--- src/rtl/svc_ascii_pkg.sv ---
package svc_ascii_pkg;

    typedef enum logic [1:0] {
        SVC_NONE    = 2'd0,
        SVC_SERIAL  = 2'd1,
        SVC_VERSION = 2'd2,
        SVC_DIGEST  = 2'd3
    } svc_sel_e;

    typedef enum logic [1:0] {
        ST_IDLE,
        ST_LAUNCH,
        ST_WAIT,
        ST_DONE
    } fsm_state_e;

    localparam int STAT_BUSY_BIT = 0;
    localparam int STAT_DONE_BIT = 1;
    localparam int STAT_ERR_BIT  = 2;

    // Hex nibble to uppercase ASCII character.
    function automatic logic [7:0] nib_to_ascii(input logic [3:0] nib);
        if (nib < 4'd10) begin
            return 8'h30 + {4'h0, nib};
        end
        return 8'h37 + {4'h0, nib};
    endfunction

endpackage

--- src/rtl/svc_ascii_fsm.sv ---
module svc_ascii_fsm
    import svc_ascii_pkg::*;
(
    input  logic     clk,
    input  logic     rst_n,
    input  logic     start_req,
    input  svc_sel_e start_sel,
    input  logic     res_valid,
    input  logic     res_err,
    output logic     busy,
    output logic     done,
    output logic     err,
    output logic     svc_start,
    output logic     capture,
    output svc_sel_e cur_sel
);

    fsm_state_e state_q;
    fsm_state_e state_d;
    logic       accept;

    // State register.
    always_ff @(posedge clk or negedge rst_n) begin
        if (!rst_n) begin
            state_q <= ST_IDLE;
        end else begin
            state_q <= state_d;
        end
    end

    // Transitions.
    always_comb begin
        state_d = state_q;
        unique case (state_q)
            ST_IDLE:   if (start_req) state_d = ST_LAUNCH;
            ST_LAUNCH: state_d = ST_WAIT;
            ST_WAIT:   if (res_valid) state_d = ST_DONE;
            ST_DONE:   if (start_req) state_d = ST_LAUNCH;
        endcase
    end

    // Outputs.
    always_comb begin
        busy      = 1'b0;
        done      = 1'b0;
        svc_start = 1'b0;
        capture   = 1'b0;
        accept    = 1'b0;
        unique case (state_q)
            ST_IDLE: begin
                accept = start_req;
            end
            ST_LAUNCH: begin
                busy      = 1'b1;
                svc_start = 1'b1;
            end
            ST_WAIT: begin
                busy    = 1'b1;
                capture = res_valid;
            end
            ST_DONE: begin
                done   = 1'b1;
                accept = start_req;
            end
        endcase
    end

    // Selection and error flag.
    always_ff @(posedge clk or negedge rst_n) begin
        if (!rst_n) begin
            cur_sel <= SVC_NONE;
            err     <= 1'b0;
        end else if (accept) begin
            cur_sel <= start_sel;
            err     <= 1'b0;
        end else if (capture) begin
            err <= res_err;
        end
    end

endmodule

--- src/rtl/svc_ascii_store.sv ---
module svc_ascii_store
    import svc_ascii_pkg::*;
#(
    parameter int SER_BITS = 128,
    parameter int VER_BITS = 16,
    parameter int STS_BITS = 8
) (
    input  logic                         clk,
    input  logic                         rst_n,
    input  logic                         load,
    input  svc_sel_e                     sel,
    input  logic [SER_BITS-1:0]          res_data,
    input  logic [STS_BITS-1:0]          res_status,
    output logic [SER_BITS/4-1:0][7:0]   chars
);

    localparam int NCHARS    = SER_BITS / 4;
    localparam int VER_CHARS = VER_BITS / 4;
    localparam int STS_CHARS = STS_BITS / 4;

    for (genvar i = 0; i < NCHARS; i++) begin : g_char
        logic [7:0] ser_c;
        logic [7:0] ver_c;
        logic [7:0] sts_c;
        logic [7:0] nxt_c;
        logic [7:0] ch_q;

        assign ser_c = nib_to_ascii(res_data[SER_BITS-1-4*i -: 4]);

        if (i < VER_CHARS) begin : g_ver
            assign ver_c = nib_to_ascii(res_data[VER_BITS-1-4*i -: 4]);
        end else begin : g_nover
            assign ver_c = 8'h00;
        end

        if (i < STS_CHARS) begin : g_sts
            assign sts_c = nib_to_ascii(res_status[STS_BITS-1-4*i -: 4]);
        end else begin : g_nosts
            assign sts_c = 8'h00;
        end

        always_comb begin
            unique case (sel)
                SVC_SERIAL:  nxt_c = ser_c;
                SVC_VERSION: nxt_c = ver_c;
                SVC_DIGEST:  nxt_c = sts_c;
                default:     nxt_c = 8'h00;
            endcase
        end

        always_ff @(posedge clk or negedge rst_n) begin
            if (!rst_n) begin
                ch_q <= 8'h00;
            end else if (load) begin
                ch_q <= nxt_c;
            end
        end

        assign chars[i] = ch_q;
    end

endmodule

--- src/rtl/apb_svc_ascii_regs.sv ---
module apb_svc_ascii_regs
    import svc_ascii_pkg::*;
#(
    parameter int ADDR_W    = 8,
    parameter int SER_BITS  = 128,
    parameter int VER_BITS  = 16,
    parameter int STS_BITS  = 8,
    parameter int CHAR_BASE = 'h40
) (
    input  logic                clk,
    input  logic                rst_n,
    input  logic                psel,
    input  logic                penable,
    input  logic                pwrite,
    input  logic [ADDR_W-1:0]   paddr,
    input  logic [31:0]         pwdata,
    output logic [31:0]         prdata,
    output logic                pready,
    output logic                pslverr,
    output logic                svc_start,
    output logic [1:0]          svc_sel,
    input  logic                res_valid,
    input  logic [SER_BITS-1:0] res_data,
    input  logic [STS_BITS-1:0] res_status
);

    localparam int WORD_W     = ADDR_W - 2;
    localparam int NCHARS     = SER_BITS / 4;
    localparam int IDX_W      = $clog2(NCHARS);
    localparam int CHAR_WORD0 = CHAR_BASE / 4;
    localparam logic [WORD_W-1:0] START_WORD = '0;
    localparam logic [WORD_W-1:0] STAT_WORD  = WORD_W'(1);

    logic [WORD_W-1:0]          word;
    logic [WORD_W-1:0]          rel;
    logic [IDX_W-1:0]           idx;
    logic                       in_chars;
    logic                       wr_access;
    logic                       start_req;
    logic                       busy;
    logic                       done;
    logic                       err;
    logic                       capture;
    svc_sel_e                   cur_sel;
    logic [NCHARS-1:0][7:0]     chars;
    logic                       unused_addr_lsb;

    assign word            = paddr[ADDR_W-1:2];
    assign unused_addr_lsb = ^paddr[1:0];
    assign wr_access       = psel && penable && pwrite;
    assign start_req       = wr_access && (word == START_WORD) &&
                             (pwdata >= 32'd1) && (pwdata <= 32'd3);

    svc_ascii_fsm u_fsm (
        .clk       (clk),
        .rst_n     (rst_n),
        .start_req (start_req),
        .start_sel (svc_sel_e'(pwdata[1:0])),
        .res_valid (res_valid),
        .res_err   (|res_status),
        .busy      (busy),
        .done      (done),
        .err       (err),
        .svc_start (svc_start),
        .capture   (capture),
        .cur_sel   (cur_sel)
    );

    svc_ascii_store #(
        .SER_BITS (SER_BITS),
        .VER_BITS (VER_BITS),
        .STS_BITS (STS_BITS)
    ) u_store (
        .clk        (clk),
        .rst_n      (rst_n),
        .load       (capture),
        .sel        (cur_sel),
        .res_data   (res_data),
        .res_status (res_status),
        .chars      (chars)
    );

    assign svc_sel = cur_sel;
    assign pready  = 1'b1;
    assign pslverr = 1'b0;

    // Read decode.
    assign rel      = word - WORD_W'(CHAR_WORD0);
    assign idx      = rel[IDX_W-1:0];
    assign in_chars = (word >= WORD_W'(CHAR_WORD0)) && (rel < WORD_W'(NCHARS));

    always_comb begin
        prdata = '0;
        if (word == START_WORD) begin
            prdata[1:0] = cur_sel;
        end else if (word == STAT_WORD) begin
            prdata[STAT_BUSY_BIT] = busy;
            prdata[STAT_DONE_BIT] = done;
            prdata[STAT_ERR_BIT]  = err;
        end else if (in_chars) begin
            prdata[7:0] = chars[idx];
        end
    end

endmodule

--- config.mk ---
export PLATFORM = sky130hd
export DESIGN_NAME = apb_svc_ascii_regs
export DESIGN_NICKNAME = d
export VERILOG_FILES = /design/src/rtl/svc_ascii_pkg.sv /design/src/rtl/svc_ascii_fsm.sv /design/src/rtl/svc_ascii_store.sv /design/src/rtl/apb_svc_ascii_regs.sv
export SDC_FILE = /design/constraint.sdc
export NUM_CORES = 1
export LEC_CHECK = 0
export ABC_AREA = 0
export BUFFER_PORTS_ARGS = -buffer_cell sky130_fd_sc_hd__clkbuf_2
export CORE_MARGIN = 2
export CORE_UTILIZATION = 55
export CTS_BUF_LIST = sky130_fd_sc_hd__clkbuf_2 sky130_fd_sc_hd__clkbuf_4 sky130_fd_sc_hd__clkbuf_8
export DETAILED_ROUTE_END_ITERATION = 10
export HOLD_SLACK_MARGIN = 0.02
export PLACE_DENSITY = 0.87
export REMOVE_ABC_BUFFERS = 1
export SKIP_LAST_GASP = 1
export SYNTH_ARGS = -nofsm -noshare
export SYNTH_HDL_FRONTEND = slang
export SYNTH_HIERARCHICAL = 1
export SYNTH_SLANG_ARGS = --single-unit
--- constraint.sdc ---
create_clock -name clk -period 3.71 [get_ports clk]
set_clock_uncertainty 0.2 [all_clocks]
set_input_delay 0.1855 -clock clk [delete_from_list [all_inputs] [get_ports clk]]
set_output_delay 0.1855 -clock clk [all_outputs]
set_load 0.005 [all_outputs]
==> out/results.md, run 1 <==
| Quantity | This run |
| --- | --- |
| Status | complete, no violations |
| Synth Cell Area | 14750 sq um |
| Min Clock Period, post-route | 3.474 ns |
| Initial DRC Count | 1446 |
| Most heavily used metal layer in global routing | met2 |
| Vias in the first global route | 13740 |
| Met2 routing resource usage after global routing | 51.90% |
| CP startpoint kind | input pin |
| Max clock buf depth | 3 |
| Reported max-cap violation count | 0 |
| Hold Path Stages | 4 |
| Total gr overflow | 0 |
| Number of enable flip-flop cells after synthesis | 0 |
| Maximum number of pins on one net before global-route repair | 144 |
| Clk Latency, worst-skew pair | 0.52 ns |
| Post-detailed-route count of antenna-violating nets | 0 |
| Vias per inst | 5.833 |
| Total power divided by cell area | 314.0 nW/um^2 |
| Commonest non-fill, non-tap cell in the layout | inv_1 |
| Post-layout utilization of the core | 70.00% |
| Yosys warnings | 6 |
| Worst r2r path cells | 7 |
| Average footprint of a synthesized cell | 9.140 sq um |
| TritonRoute pass-1 iters | 5 |
| Fraction of synthesized cell area taken by the top area cell type | 38.85% |
| H-Tree Depth | 2 |
| Initial standard-cell utilization of the core | 56.29% |
| Cell chosen for the clock root | clkbuf_8 |
| Max frequency | 287.8 MHz |
| Die width | 167.8 um |
| Routability cong. | 0.9414 |
| Worst Path Arrival | 3.68 ns |
| Maximum fanout encountered on the critical timing path | 3 |
| Layout net count | 2182 |
| Die Height | 167.8 um |
| Average wire per cell in the routed design | 18.60 um |
| Fraction of final layout cells with drive strength greater than 1 | 18.61% |
| Design area | 18340 sq um |
| Count of buffers from port buffering | 190 |
| Commonest register cell after synthesis | dfrtp_1 |
| Ratio of final minimum period to clock period | 93.65% |
| Total die area | 28150 sq um |
| Placed cell count | 2061 |
| Area of the multi-input gates | 7197 sq um |
| Fill cell instance count of the final layout | 1826 |
| Max-slew violation count | 0 |
| Number of buffers inserted for hold repair after clock tree synthesis | 190 |
| Cell types with the largest area share after synthesis | dfrtp_1 39%, inv_1 7.6%, o22ai_1 5.7%, mux4_2 4.1%, ha_1 3.6% |
| Number of antenna violations at the first check in global routing | 1 |
| RSZ-0062 raised after global routing | no |
| GR met1 Demand/Resource | 38.91% |
| Count of pins on the block boundary | 219 |
| Setup slack of the most critical reg-to-reg path | 0.53 ns |
| Post-CTS setup buffer count | 0 |
| Tightest Pin Transition | 0.8985 ns |
| Count of non-filler cells in the finished layout | 2319 |
| Lkg Pwr | 0.008968 uW |
| Final wirelength | 43.13 mm |
| Remaining design rule violation count | 0 |
| Clock Sink Count | 229 |
| Clock tree from TritonCTS | built |
| Required time at the worst-slack endpoint | 3.92 ns |
| Wire length of the first global-routing pass | 69.17 mm |
| Clock slew at reported path FFs | 0.06 ns |
| Commonest cells after routing, fill and taps aside | 299 x inv_1, 229 x dfrtp_1, 190 x dlygate4sd3_1, 188 x clkbuf_2, 134 x o22ai_1 |
| Crit Path Class | input pin to flip-flop |
| Vias | 13527 |
| Total half-perimeter wirelength after legalization and detailed placement | 28.21 mm |
| Inserted Clock Buffers | 39 |
| Seq cells post-synth | 229 |
| Endpoints failing setup | 0 |
| Combined global-route utilization of all metal layers | 30.41% |
| Post-synthesis cell count | 1614 |
| Synth unique cells | 58 |
| Area Overhead vs Synth | 24.35% |
| HP Class | input pin to flip-flop |
| Sequential share of the synthesized area | 38.85% |
| Worst VDD drop | 0.2438 mV |
| Site Rows | 59 |
| Element type at the critical path end | flip-flop |
| CTS resizes | 0 |
| Storage element area | 5731 sq um |
| Async set or reset register ratio after synthesis | 100.0% |
| Cell taking the most area after synthesis | dfrtp_1 |
| Routing usage on met3 | 5.242% |
| Endpoints failing hold | 0 |
| CORE AREA | 26210 sq um |
| Placed standard-cell area | 15620 sq um |
| Worst slew margin relative to its limit | 40.10% |
-- synth_stat cells, types with 26 or more instances --
master,number
o21ai_1,30
a31o_2,28
a21oi_1,44
buf_2,26
o21ai_0,106
buf_4,65
nand2_1,41
dfrtp_1,229
ha_1,43
mux2i_1,53
o22ai_1,134
xnor2_1,58
nor2b_1,54
nand3_1,39
clkbuf_1,39
nand4_1,30
inv_1,299
nor2_1,88
mux4_2,27
-- worst paths after layout --
path / start / to
min: res_data[122] / u_store/g_char[1].ch_q[6]$_DFFE_PN0P_
max reg2reg: u_fsm/cur_sel[0]$_DFFE_PN0P_ / u_store/g_char[3].ch_q[3]$_DFFE_PN0P_
max: pwdata[5] / u_fsm/state_q[1]$_DFFE_PN0P_
min reg2reg: u_store/g_char[24].ch_q[3]$_DFFE_PN0P_ / u_store/g_char[24].ch_q[3]$_DFFE_PN0P_
min in group asynchronous: rst_n / u_store/g_char[7].ch_q[2]$_DFFE_PN0P_
max in group asynchronous: rst_n / u_store/g_char[6].ch_q[6]$_DFFE_PN0P_
-- logic make-up after synthesis --
family / share of synthesized area (%)
muxes: 11.82
buffers and inverters: 13.92
DFF: 38.85
other: 0.07633
and+or+nand+nor: 9.958
adders and majority gates: 3.647
AOI/OAI and AO/OA: 18.30
xor gates and xnor gates: 3.444
-- power by group --
| group | internal (uW) | switching, uW | leakage [uW] |
|---|---|---|---|
| sequential | 2500 | 0.0000000111 | 0.00217 |
| combinational | 394 | 468 | 0.00636 |
| clock | 1360 | 1040 | 0.000436 |
| total | 4250 | 1510 | 0.00897 |
-- final cells by class --
type | instances | area share (%)
clock inverter | 8 | 0.3683
sequential | 229 | 31.24
timing repair buffer | 397 | 16.66
clock buffer | 59 | 4.086
inverter | 299 | 6.118
tap | 335 | 2.285
antenna | 1 | 0.01364
multi-input combinational | 991 | 39.23
-- flip-flops by register name (all words and copies together), names as in the netlist --
name	cells
u_fsm/err	1
u_fsm/cur_sel	2
u_fsm/state_q	2
u_store/g_char.ch_q	224
-- metal layers --
layer,up-vias,wire [um]
met5,-,0
met4,0,1701
met3,139,3396
met2,718,21220
met1,6493,16810
li1,6177,-
-- worst max-delay path, cell delays in order --
cell	delay, ns
dlygate4sd3_1	0.54
clkbuf_2	0.11
nor4_1	0.26
dlygate4sd3_1	0.64
nand4_1	0.09
dlygate4sd3_1	0.59
nor3_1	0.35
inv_1	0.10
o21ai_0	0.16
o21ai_0	0.09
dlygate4sd3_1	0.56
-- per-stage QoR --
| stage | hold WS [ns] | power, uW | worst slack, ns | setup TNS, ns |
|---|---|---|---|---|
| 2_1_floorplan | -0.3101 | 2887 | -6.558 | -1063.73 |
| 4_1_cts | 0.02834 | 5742 | 0.3535 | 0 |
| 3_5_place_dp | 0.1183 | 3240 | 0.9877 | 0 |
| 3_3_place_gp | 0.1108 | 3212 | 0.9872 | 0 |
| 6_report | 0.07531 | 5760 | 0.2356 | 0 |
| 5_1_grt | 0.07276 | 5955 | 0.08140 | 0 |
(Power assumes the default switching activity.)
==> inputs of run 2 (changes only) <==
--- a/config.mk
+++ b/config.mk
@@ -7,12 +7,14 @@
 export LEC_CHECK = 0
 export ABC_AREA = 0
 export BUFFER_PORTS_ARGS = -buffer_cell sky130_fd_sc_hd__clkbuf_2
+export CELL_PAD_IN_SITES_DETAIL_PLACEMENT = 1
+export CELL_PAD_IN_SITES_GLOBAL_PLACEMENT = 2
 export CORE_MARGIN = 2
-export CORE_UTILIZATION = 55
+export CORE_UTILIZATION = 40
 export CTS_BUF_LIST = sky130_fd_sc_hd__clkbuf_2 sky130_fd_sc_hd__clkbuf_4 sky130_fd_sc_hd__clkbuf_8
 export DETAILED_ROUTE_END_ITERATION = 10
 export HOLD_SLACK_MARGIN = 0.02
-export PLACE_DENSITY = 0.87
+export PLACE_DENSITY = 0.95
 export REMOVE_ABC_BUFFERS = 1
 export SKIP_LAST_GASP = 1
 export SYNTH_ARGS = -nofsm -noshare
==> constraint.sdc (replaced) <==
create_clock -name clk -period 4.16 [get_ports clk]
set_clock_uncertainty 0.2 [all_clocks]
set_input_delay 0.208 -clock clk [delete_from_list [all_inputs] [get_ports clk]]
set_output_delay 0.208 -clock clk [all_outputs]
set_load 0.005 [all_outputs]
==> run 2 against run 1 <==
Net effect: core utilization is 19 points lower; die area is 37% higher; combinational power shrank 11%; clock power fell by 10%; global-route usage decreased by 6.0 points; sequential share of layout area fell by 0.10 points; register-to-register slack better by 0.39 ns; setup slack better by 0.54 ns; non-clock buffer count fell by 12; critical path depth unchanged; critical endpoint unchanged; highest routed layer unchanged.
==> out/results.md, run 2 (same netlist as run 1, synthesis figures left out) <==
| Quantity | This run |
| --- | --- |
| Worst stage delay on the critical path | 0.60 ns |
| Worst path buffer plus inverter count | 6 |
| Total negative slack | 0 ns |
| Tightest Pin Transition | 0.9440 ns |
| Fraction of final layout cells with drive strength greater than 1 | 18.70% |
| Total die area | 38430 sq um |
| Initial standard-cell utilization of the core | 40.49% |
| Capturing point of the worst reg2reg path | u_store/g_char[3].ch_q[3]$_DFFE_PN0P_ |
| Crit-path slowest cell | dlygate4sd3_1 |
| Clock Sink Count | 229 |
| Number of antenna violations at the first check in global routing | 2 |
| Remaining design rule violation count | 0 |
| Post-CTS setup buffer count | 0 |
| Vias per inst | 5.386 |
| CTS resizes | 0 |
| Max clock buf depth | 3 |
| Max frequency | 295.1 MHz |
| Reported max-cap violation count | 0 |
| Critical register-to-register path startpoint | u_fsm/cur_sel[0]$_DFFE_PN0P_ |
| Post-detailed-route count of antenna-violating nets | 0 |
| Combined global-route utilization of all metal layers | 24.39% |
| Initial DRC Count | 832 |
| Post-route total power | 5146 uW |
| Max-slew violation count | 0 |
| HP Class | input pin to flip-flop |
| Endpoints failing hold | 0 |
| TritonRoute pass-1 iters | 5 |
| Average wire per cell in the routed design | 19.24 um |
| CORE AREA | 36430 sq um |
| RSZ-0062 raised after global routing | no |
| Commonest cells after routing, fill and taps aside | 299 x inv_1, 229 x dfrtp_1, 188 x clkbuf_2, 180 x dlygate4sd3_1, 134 x o22ai_1 |
| Largest registers | u_store/g_char.ch_q (224), u_fsm/cur_sel (2), u_fsm/state_q (2) |
| Vias in the first global route | 14194 |
| CP startpoint kind | input pin |
| Gate family responsible for the most delay along the worst path | buffers and inverters |
| H-Tree Depth | 2 |
| Worst slew margin relative to its limit | 37.07% |
| Setup slack of the most critical reg-to-reg path | 0.92 ns |
| Total power divided by cell area | 279.6 nW/um^2 |
| Worst r2r path cells | 7 |
| Endpoints failing setup | 0 |
| Die Height | 196.0 um |
| Inserted Clock Buffers | 42 |
| Vias | 13157 |
| Hold Path Stages | 4 |
| Commonest non-fill, non-tap cell in the layout | inv_1 |
| Cell-by-cell listing of the critical path | dlygate4sd3_1 > clkbuf_2 > nor3_1 > dlygate4sd3_1 > nand4_1 > dlygate4sd3_1 > nor3_1 > inv_1 > o21ai_0 > o21ai_0 > dlygate4sd3_1 |
| Worst min-delay path startpoint | res_data[117] |
| Crit Path Class | input pin to flip-flop |
| Area Overhead vs Synth | 24.76% |
| Min Clock Period, post-route | 3.389 ns |
| Terminating pin of the worst hold path | u_store/g_char[2].ch_q[1]$_DFFE_PN0P_ |
| Clock slew at reported path FFs | 0.07 ns |
| Ratio of final minimum period to clock period | 81.47% |
| Clock tree from TritonCTS | built |
| Clk Latency, worst-skew pair | 0.55 ns |
| Total gr overflow | 0 |
| Required time at the worst-slack endpoint | 4.39 ns |
| Die width | 196.0 um |
| Layout net count | 2173 |
| Status | complete, no violations |
| Wire length of the first global-routing pass | 74.56 mm |
| Maximum fanout encountered on the critical timing path | 3 |
| Site Rows | 70 |
| Number of flip-flops in the largest register | 224 |
| Maximum number of pins on one net before global-route repair | 165 |
| Element type at the critical path end | flip-flop |
| Routability cong. | 0.8394 |
| Design area | 18400 sq um |
| Worst VDD drop | 0.1995 mV |
| Cell chosen for the clock root | clkbuf_8 |
| Count of buffers from port buffering | 190 |
| Register with the most flip-flops | u_store/g_char.ch_q |
| Worst Path Arrival | 3.62 ns |
| Count of cell instances traversed by the critical path | 11 |
| Total half-perimeter wirelength after legalization and detailed placement | 32.81 mm |
| Lkg Pwr | 0.008907 uW |
| Final wirelength | 47.02 mm |
| Post-layout utilization of the core | 50.51% |
| Count of pins on the block boundary | 219 |
| Placed standard-cell area | 15760 sq um |
| Cell repeated most along the worst path | dlygate4sd3_1 |
## run 2: cell count changes in the layout (fill, tap and decap cells not counted), sizes merged
cell	change
buf	-2
clkbuf	+5
inv	+1
dlygate4sd3	-10
clkinv	-5
diode	+1
clkinvlp	+2
bufinv	-1
## run 2: stage by stage
| stage | worst slack, ns | cells | hold WS (ns) |
|---|---|---|---|
| after detailed placement | 1.119 | 2192 | 0.1678 |
| after global placement | 1.149 | 2192 | 0.1571 |
| after global routing | 0.6090 | 2443 | 0.06404 |
| after CTS | 0.9175 | 2441 | 0.02147 |
| after floorplan | -6.108 | 1519 | -0.2876 |
| final | 0.7708 | 2443 | 0.05125 |
## run 2: worst max-delay path by stage
| stage | from | end | slack (ns) |
|---|---|---|---|
| global placement | paddr[2] | prdata[1] | 1.15 |
| global route | pwdata[14] | u_fsm/state_q[1]$_DFFE_PN0P_ | 0.61 |
| CTS | pwdata[14] | u_fsm/state_q[1]$_DFFE_PN0P_ | 0.92 |
| floorplan | u_fsm/state_q[0]$_DFFE_PN0P_ | u_store/g_char[22].ch_q[0]$_DFFE_PN0P_ | -6.11 |
| finish | pwdata[14] | u_fsm/state_q[1]$_DFFE_PN0P_ | 0.77 |
| detailed placement | paddr[2] | prdata[1] | 1.12 |
## run 2: what timing repair did
item	CTS	global route
hold buffers	180	0
setup endpoints to repair	0	0
endpoints found under the hold margin	330	0
## run 2: area by class of cell
class,instances,area [sq um]
inverter,299,1122
clock buffer,64,799.5
clock inverter,5,36.28
timing repair buffer,385,2928
antenna,2,5.005
fill,4258,18030
multi-input combinational,991,7197
tap,468,585.6
sequential,229,5731
## run 2: worst register-to-register path: cells and delay by family, from the launching register on
kind                     cells  cell delay (ns)
flip-flops                   1             0.51
adder cells (fa/ha/maj)      1             0.78
AO/OA/AOI/OAI                2             0.18
buffers and inverters        3             1.12
AND/OR/NAND/NOR              1             0.34
## run 2: report_power, final
| group | switching, uW | total [uW] | internal (uW) | leakage (uW) |
|---|---|---|---|---|
| Sequential | 0.0000000105 | 2230 | 2230 | 0.00217 |
| Combinational | 425 | 765 | 340 | 0.00630 |
| Clock | 935 | 2150 | 1220 | 0.000435 |
## run 2: layer usage
layer	wire length, um	global-route usage [%]
met5	0	0
met4	1444	8.474
met3	2094	3.266
met2	23550	43.03
met1	19920	30.74
